<file path="config.mk">
export PLATFORM = sky130hd
export DESIGN_NAME = refsel_top
export DESIGN_NICKNAME = d
export VERILOG_FILES = /design/src/rtl/refsel_pkg.sv /design/src/rtl/refsel_qualify.sv /design/src/rtl/refsel_rank.sv /design/src/rtl/refsel_fsm.sv /design/src/rtl/refsel_top.sv
export SDC_FILE = /design/constraint.sdc
export NUM_CORES = 1
export LEC_CHECK = 0
export BUFFER_PORTS_ARGS = -buffer_cell sky130_fd_sc_hd__buf_2
export CORE_MARGIN = 3
export CORE_UTILIZATION = 48
export DETAILED_ROUTE_END_ITERATION = 10
export PLACE_DENSITY = 0.79
export SYNTH_ARGS = -nofsm -noshare
export SYNTH_HDL_FRONTEND = slang
export SYNTH_SLANG_ARGS = --single-unit
</file>
<file path="constraint.sdc">
create_clock -name clk -period 7.45 [get_ports clk]
set_clock_uncertainty 0.15 [all_clocks]
set_input_delay 1.49 -clock clk [delete_from_list [all_inputs] [get_ports clk]]
set_output_delay 1.49 -clock clk [all_outputs]
set_load 0.05 [all_outputs]
</file>
<file path="src/rtl/refsel_pkg.sv">
package refsel_pkg;

    typedef enum logic [1:0] {
        MODE_NONREV = 2'b00,
        MODE_REV    = 2'b01,
        MODE_FORCED = 2'b10,
        MODE_FAST   = 2'b11
    } sel_mode_e;

    typedef enum logic [1:0] {
        ST_HOLD   = 2'b00,
        ST_TRACK  = 2'b01,
        ST_FORCED = 2'b10
    } sel_state_e;

endpackage

</file>
<file path="src/rtl/refsel_qualify.sv">
module refsel_qualify #(
    parameter int N_IN   = 5,
    parameter int PRIO_W = 4
) (
    input  logic [N_IN-1:0]        valid_i,
    input  logic [N_IN*PRIO_W-1:0] prio_i,
    output logic [N_IN-1:0]        qual_o
);

    for (genvar g = 0; g < N_IN; g++) begin : g_qual
        assign qual_o[g] = valid_i[g] && (prio_i[g*PRIO_W +: PRIO_W] != '0);
    end

endmodule

</file>
<file path="src/rtl/refsel_rank.sv">
module refsel_rank #(
    parameter int N_IN   = 5,
    parameter int PRIO_W = 4,
    parameter int IDX_W  = 4
) (
    input  logic [N_IN-1:0]        qual_i,
    input  logic [N_IN*PRIO_W-1:0] prio_i,
    output logic [IDX_W-1:0]       top1_o,
    output logic [IDX_W-1:0]       top2_o,
    output logic [IDX_W-1:0]       top3_o
);

    localparam int CNT_W = $clog2(N_IN + 1);

    logic [CNT_W-1:0] place [N_IN];

    // place = number of qualified inputs that beat this one
    for (genvar gi = 0; gi < N_IN; gi++) begin : g_place
        always_comb begin
            place[gi] = '0;
            for (int j = 0; j < N_IN; j++) begin
                if (qual_i[j] && (j != gi)) begin
                    if ((prio_i[j*PRIO_W +: PRIO_W] < prio_i[gi*PRIO_W +: PRIO_W]) ||
                        ((prio_i[j*PRIO_W +: PRIO_W] == prio_i[gi*PRIO_W +: PRIO_W]) && (j < gi))) begin
                        place[gi] = place[gi] + CNT_W'(1);
                    end
                end
            end
        end
    end

    always_comb begin
        top1_o = '0;
        top2_o = '0;
        top3_o = '0;
        for (int i = 0; i < N_IN; i++) begin
            if (qual_i[i]) begin
                if (place[i] == CNT_W'(0)) top1_o = IDX_W'(i + 1);
                if (place[i] == CNT_W'(1)) top2_o = IDX_W'(i + 1);
                if (place[i] == CNT_W'(2)) top3_o = IDX_W'(i + 1);
            end
        end
    end

endmodule

</file>
<file path="src/rtl/refsel_fsm.sv">
module refsel_fsm
    import refsel_pkg::*;
#(
    parameter int N_IN   = 5,
    parameter int PRIO_W = 4,
    parameter int IDX_W  = 4
) (
    input  logic                   clk,
    input  logic                   rst_n,
    input  logic [1:0]             mode_i,
    input  logic [IDX_W-1:0]       force_idx_i,
    input  logic [N_IN-1:0]        qual_i,
    input  logic [N_IN*PRIO_W-1:0] prio_i,
    input  logic [IDX_W-1:0]       best_i,
    output logic [IDX_W-1:0]       sel_o,
    output logic                   hold_o
);

    localparam logic [IDX_W-1:0] LAST_IDX = IDX_W'(N_IN);

    sel_state_e       state_q, state_n;
    logic [IDX_W-1:0] sel_q, sel_n;
    logic             manual, revertive, force_ok;
    logic             cur_qual;
    logic [PRIO_W-1:0] cur_prio, best_prio;

    assign manual    = mode_i[1];
    assign revertive = (sel_mode_e'(mode_i) == MODE_REV);
    assign force_ok  = (force_idx_i != '0) && (force_idx_i <= LAST_IDX);

    always_comb begin
        cur_qual  = 1'b0;
        cur_prio  = '0;
        best_prio = '0;
        for (int i = 0; i < N_IN; i++) begin
            if (sel_q == IDX_W'(i + 1)) begin
                cur_qual = qual_i[i];
                cur_prio = prio_i[i*PRIO_W +: PRIO_W];
            end
            if (best_i == IDX_W'(i + 1)) begin
                best_prio = prio_i[i*PRIO_W +: PRIO_W];
            end
        end
    end

    always_comb begin
        state_n = state_q;
        sel_n   = sel_q;
        if (manual) begin
            state_n = ST_FORCED;
            sel_n   = force_ok ? force_idx_i : '0;
        end else if (qual_i == '0) begin
            state_n = ST_HOLD;
            sel_n   = '0;
        end else begin
            state_n = ST_TRACK;
            unique case (state_q)
                ST_HOLD, ST_FORCED: sel_n = best_i;
                ST_TRACK: begin
                    if (!cur_qual) begin
                        sel_n = best_i;
                    end else if (revertive && (best_prio < cur_prio)) begin
                        sel_n = best_i;
                    end else begin
                        sel_n = sel_q;
                    end
                end
                default: sel_n = best_i;
            endcase
        end
    end

    // state register
    always_ff @(posedge clk) begin
        if (!rst_n) begin
            state_q <= ST_HOLD;
        end else begin
            state_q <= state_n;
        end
    end

    // output registers
    always_ff @(posedge clk) begin
        if (!rst_n) begin
            sel_q  <= '0;
            hold_o <= 1'b1;
        end else begin
            sel_q  <= sel_n;
            hold_o <= (state_n == ST_HOLD);
        end
    end

    assign sel_o = sel_q;

endmodule

</file>
<file path="src/rtl/refsel_top.sv">
module refsel_top #(
    parameter int N_IN   = 5,
    parameter int PRIO_W = 4,
    parameter int IDX_W  = 4
) (
    input  logic                   clk,
    input  logic                   rst_n,
    input  logic [N_IN-1:0]        valid_i,
    input  logic [N_IN*PRIO_W-1:0] prio_i,
    input  logic [1:0]             mode_i,
    input  logic [IDX_W-1:0]       force_idx_i,
    output logic [IDX_W-1:0]       sel_idx_o,
    output logic                   holdover_o,
    output logic [IDX_W-1:0]       rank1_o,
    output logic [IDX_W-1:0]       rank2_o,
    output logic [IDX_W-1:0]       rank3_o
);

    logic [N_IN-1:0]  qual;
    logic [IDX_W-1:0] top1, top2, top3;

    refsel_qualify #(.N_IN(N_IN), .PRIO_W(PRIO_W)) qualify_i (
        .valid_i (valid_i),
        .prio_i  (prio_i),
        .qual_o  (qual)
    );

    refsel_rank #(.N_IN(N_IN), .PRIO_W(PRIO_W), .IDX_W(IDX_W)) rank_i (
        .qual_i (qual),
        .prio_i (prio_i),
        .top1_o (top1),
        .top2_o (top2),
        .top3_o (top3)
    );

    refsel_fsm #(.N_IN(N_IN), .PRIO_W(PRIO_W), .IDX_W(IDX_W)) fsm_i (
        .clk         (clk),
        .rst_n       (rst_n),
        .mode_i      (mode_i),
        .force_idx_i (force_idx_i),
        .qual_i      (qual),
        .prio_i      (prio_i),
        .best_i      (top1),
        .sel_o       (sel_idx_o),
        .hold_o      (holdover_o)
    );

    always_ff @(posedge clk) begin
        if (!rst_n) begin
            rank1_o <= '0;
            rank2_o <= '0;
            rank3_o <= '0;
        end else begin
            rank1_o <= top1;
            rank2_o <= top2;
            rank3_o <= top3;
        end
    end

endmodule

</file>
After elaboration in Yosys (flattened, before gate mapping)
Index checks and enable logic that the tools add are counted.

storage, ports and cells
  register bits = 19
  latch bits = 0
  memory bits (writable) = 0
  bits in read-only memories = 0
  input bits = 33
  output and inout port bits = 17
  logic and storage cells = 199
  memories = 0

cells by class
  $add $sub $neg = 15
  multiply operators = 0
  divide/modulo/power cells = 0
  order comparisons = 22
  eq/ne operators = 33
  shift operators = 0
  multiplexer cells = 93
  bitwise logic cells = 0
  reduce and logical (&&, ||, !) cells = 30

operators by type and width
  kind                                                                               number
  4-bit 2-to-1 mux                                                                   43
  3-bit 2-to-1 mux                                                                   31
  4-bit < comparator                                                                 21
  4-bit equality test                                                                10
  3-bit by 1-bit adder with 3-bit output (second input constant)                     12
  4-bit nonzero test                                                                 6
  1-bit 2-to-1 mux                                                                   18
  4-bit by 2-bit equality test with 1-bit output (second input constant)             4
  4-bit by 3-bit equality test with 1-bit output (second input constant)             4
  3-bit by 1-bit equality test with 1-bit output (second input constant)             5
  3-bit by 2-bit equality test with 1-bit output (second input constant)             5
  3-bit zero test                                                                    5
  1-bit logical OR                                                                   10
  4-bit by 1-bit equality test with 1-bit output (second input constant)             2
  1-bit logical AND                                                                  7
  1-bit by 1-bit adder with 2-bit output (second input constant)                     3
  5-bit zero test                                                                    1
  5-bit != test (second input constant)                                              1
  2-bit by 1-bit equality test with 1-bit output (second input constant)             2
  4-bit by 3-bit less-or-equal comparator with 1-bit output (second input constant)  1
  2-bit zero test                                                                    1
  2-bit 2-to-1 mux                                                                   1

Longest topological paths before layout
  depth in word-level cells = 36
  gate-level depth with buffers = 29

Hierarchy
Synthesis repeated with hierarchy kept, for this count alone.

unflattened totals
  cell total of the unflattened synthesis = 411
  area total of the unflattened synthesis = 3447.1 sq um

modules (own cells, without submodules)
  module          times used  cells each  area each (sq um)  seq. area each (sq um)
  refsel_rank     1           285         2254.7             0.0
  refsel_fsm      1           96          799.5              140.1
  refsel_top      1           25          336.6              240.2
  refsel_qualify  1           5           56.3               0.0

Worst setup path after synthesis
OpenSTA, ideal clock, no wires.

  path kind = input -> register
  from = in prio_i[2]
  to = reg fsm_i.sel_q[0] (netlist: fsm_i.sel_o[0])
  data arrival time = 6.339 ns
  path slack = 0.839 ns
  cell stages on the path = 27
  buffers on the path = 0
  cells stage by stage = inv_1 ha_1 a21o_1 a221oi_1 nor2_1 ha_1 nand2_1 o31ai_4 ha_1 o211ai_1 o21ai_0 ha_1 and3b_1 mux2i_1 o21ai_2 nand3_4 nand2_1 or2_2 a221oi_1 a211oi_1 ha_1 nor3_1 o311ai_1 nor4b_1 o31a_1 o211ai_2 o311a_1

between the ends
  cells in the longest elaborated chain, start to end = 32

RTL lines
  element                                         RTL line           source
  start: declaration                              refsel_top.sv:9    input logic [N_IN*PRIO_W-1:0] prio_i,
  4-bit < comparator                              refsel_rank.sv:23  if ((prio_i[j*PRIO_W +: PRIO_W] < prio_i[gi*PRIO_W +: PRIO_W]) ||
  1-bit 2-to-1 mux                                refsel_rank.sv:23
  1-bit 2-to-1 mux                                refsel_rank.sv:22  if (qual_i[j] && (j != gi)) begin
  3-bit by 1-bit adder with 3-bit output          refsel_rank.sv:25  place[gi] = place[gi] + CNT_W'(1);
  3-bit 2-to-1 mux                                refsel_rank.sv:23
  3-bit 2-to-1 mux                                refsel_rank.sv:22
  3-bit by 1-bit adder with 3-bit output          refsel_rank.sv:25
  3-bit 2-to-1 mux                                refsel_rank.sv:23
  [12 not listed]                                 -
  4-bit 2-to-1 mux                                refsel_rank.sv:37  if (qual_i[i]) begin
  4-bit 2-to-1 mux                                refsel_rank.sv:38  if (place[i] == CNT_W'(0)) top1_o = IDX_W'(i + 1);
  4-bit 2-to-1 mux                                refsel_rank.sv:37
  4-bit by 1-bit equality test with 1-bit output  refsel_fsm.sv:40   if (best_i == IDX_W'(i + 1)) begin
  4-bit 2-to-1 mux (5 in series)                  refsel_fsm.sv:40
  4-bit < comparator                              refsel_fsm.sv:62   end else if (revertive && (best_prio < cur_prio)) begin
  1-bit logical AND                               refsel_fsm.sv:62
  5-bit != test (no line)                         -
  end signal: assignment                          refsel_fsm.sv:88   sel_q <= sel_n;
  end: declaration                                refsel_fsm.sv:22   logic [IDX_W-1:0] sel_q, sel_n;

Parallel ways exist; a longest one is shown, timed or not. The select of a mux whose other input is x is not followed.
A chain may end at the register's enable or synchronous reset.

Final worst setup path
Ends and elaborated chain as after synthesis.

==> qor.csv <==
metric,value,unit
Yosys top cell area share,0.2151,
core area,6568,um^2
Rows,29,
most frequent cell after synthesis,ha_1,
CTS root buffer,clkbuf_8,
filler instances,597,
IO Count,50,
sequential share of the synthesized area,0.09496,
crit path capture type,flip-flop,
CTS tree,built,
crit share post-route,0.9359,
vias in the first global route,3421,
leading post-synthesis cells by cell area,"ha_1 22%, dfxtp_1 9.5%, nand2_1 4.5%",
Tot GR Track Use,0.2521,
number of remaining DRC errors,0,
die span in x,89.83,um
WL/cell,18.64,um
Pwr per Cell Area,151.5,nW/um^2
DR vias/cell,6.400,
met1 Use GR,0.3286,
Final Util,0.5793,
initial DRC count,284,
final WL,10310,um
fraction of layout cells with a size suffix above 1,0.2109,
PnR worst setup slack,477.8,ps
final setup vio count,0,
CP arrival,6960,ps
crit-path max FO,8,
Ys Warns,0,
dpl ws,180.2,ps
most used routing layer,met2,
gpl congestion,0.9657,
Async SR Flop Fraction,0,
Hold WC Path Type,reg -> reg,
H-tree Lvls,1,
clk slew on worst S/H paths,60,ps
WS Path Type,in -> reg,
die area,8069,um^2
f_max,143.4,MHz
Cells after Synth,408,
Global Route met2 Usage,0.4236,
worst path bufs/invs,3,
DP HPWL,8219,um
vias,3539,
status,completed,
TritonCTS Buffers,3,
Fin. Hold Viols,0,
Final Slew Violations,0,
first-pass GRT wire length,16940,um
Main synth FF type,dfxtp_1,
Pwr Total,0.5764,mW
Post-synth EDFFs,0,
r2r setup slk,4240,ps
pin count of the biggest net entering global routing,19,
max incr delay on CP,380,ps
type of origin of the critical path,input port,
Least-Margin Pin Slew,767.2,ps
met3 Use GR,0.03589,
Hold Worst Slack,341.7,ps
Routed Antenna Nets,0,
Nets,552,
Area Growth Syn to Fin,12.80,%
worst-case clock buffer depth,2,
GRT Residual Overflow,0,
Crit path max-delay family,compound AO/OA/AOI/OAI gates,
CP max-delay cell,a221o_1,
Leak,1.798,nW
Worst Path Required,7440,ps
Max VDD drop,0.0001182,V
post-synthesis register bit count,16,
# port buffers,46,
diode count,0,
MaxCap Viol Count,0,
final setup TNS,0,ps
TritonCTS Sinks,16,
Clock Latency Late Sink,250,ps
slew margin rel.,0.4868,
"top cells by count, synth","58 x ha_1, 40 x nand2_1, 29 x inv_1, 29 x nor2_1, 28 x o21ai_0",
syn avg cell area,8.268,um^2
Die Y,89.83,um
TritonRoute pass-1 iters,4,
RSZ-0062 raised after global routing,false,
initial antenna violation count,0,
"most used cell, CP",ha_1,
cell taking the most area after synthesis,ha_1,
minimum clock period,6972,ps
Post-Syn Area,3373,um^2
initial core utilization,0.5136,
count of different cell masters after synthesis,82,
-- layout by cell type (no fill, tap or decap), drive strengths merged, types with 7 or more instances in the layout --
cell type  Yosys  routed
nand3          8       8
ha            58      58
nand2b         7       7
a21oi         17      17
dfxtp         16      16
o21ai         32      32
buf            6      55
inv           29      29
nor2          30      30
nor2b          7       7
and2           7       7
nor3           8       8
o21a           9       9
nand4          7       7
o211ai         9       9
nand2         41      41
-- worst register-to-register path, stage by stage, from the launching register on --
cell      delay (ps)
dfxtp_1          690
nor2b_1          390
a22oi_1          100
o21ai_0          140
o21ai_0          130
ha_1             240
nor3_2           280
o311ai_1         160
nor4b_1          310
o31a_1           290
o211ai_2          90
o311a_1          120
-- cells by family (layout without fill, tap and decap cells) --
logic type / after synthesis / in the layout / share of synthesized area
and+or+nand+nor: 142 / 142 / 0.2285
AOI/OAI and AO/OA: 134 / 134 / 0.3338
adders and majority gates: 58 / 58 / 0.2151
buffers and inverters: 39 / 88 / 0.05155
DFF: 16 / 16 / 0.09496
xor gates and xnor gates: 12 / 12 / 0.05304
muxes: 6 / 6 / 0.02188
other: 1 / 4 / 0.001112
-- metrics by stage --
stage,std cells,instance area [um^2]
after CTS,553,3789
after detailed placement,549,3734
after floorplan,411,3385
after global routing,553,3805
final,553,3805
after global placement,549,3734
-- state kept, by name (all words and copies together), names as in the netlist --
signal,cells
fsm_i.hold_o,1
fsm_i.sel_o,4
fsm_i.state_q,2
rank1_o,3
rank2_o,3
rank3_o,3
-- final cells by class --
cell class	count	area (um^2)	share of cell area
multi-input cells	356	2907	0.7639
flip-flops and latches	16	320.3	0.08418
repair buffers	55	297.8	0.07826
well taps	93	116.4	0.03058
inverters	29	108.9	0.02861
clock buffers	4	55.05	0.01447
-- what timing repair did --
action | CTS | global route
setup endpoints to repair | 0 | 3
hold buffers | 0 | 0
buffers inserted | 0 | 0
gates resized for setup | 0 | 3
-- path summary, 6_finish.rpt --
path / depth (start not counted) / startpoint / to
worst max register to register: 11 / fsm_i.sel_o[0] / fsm_i.sel_o[0]
worst min-delay path: 2 / fsm_i.sel_o[2] / fsm_i.sel_o[2]
worst min register to register: 2 / fsm_i.sel_o[2] / fsm_i.sel_o[2]
worst max-delay path: 25 / prio_i[2] / fsm_i.sel_o[0]
-- power by group --
group,internal [mW],switching [mW],total [mW]
Combinational,0.156,0.242,0.398
Sequential,0.0964,0.00729,0.104
Clock,0.0468,0.0283,0.0752
Total,0.299,0.277,0.576
-- layer usage --
layer | up-vias | wire [um] | share of wire
met4 | 0 | 370 | 0.036
met3 | 31 | 793 | 0.077
met1 | 1671 | 4297 | 0.42
met5 | - | 0 | 0
met2 | 163 | 4847 | 0.47
li1 | 1674 | - | -
Power figures use the tool's default switching activity.
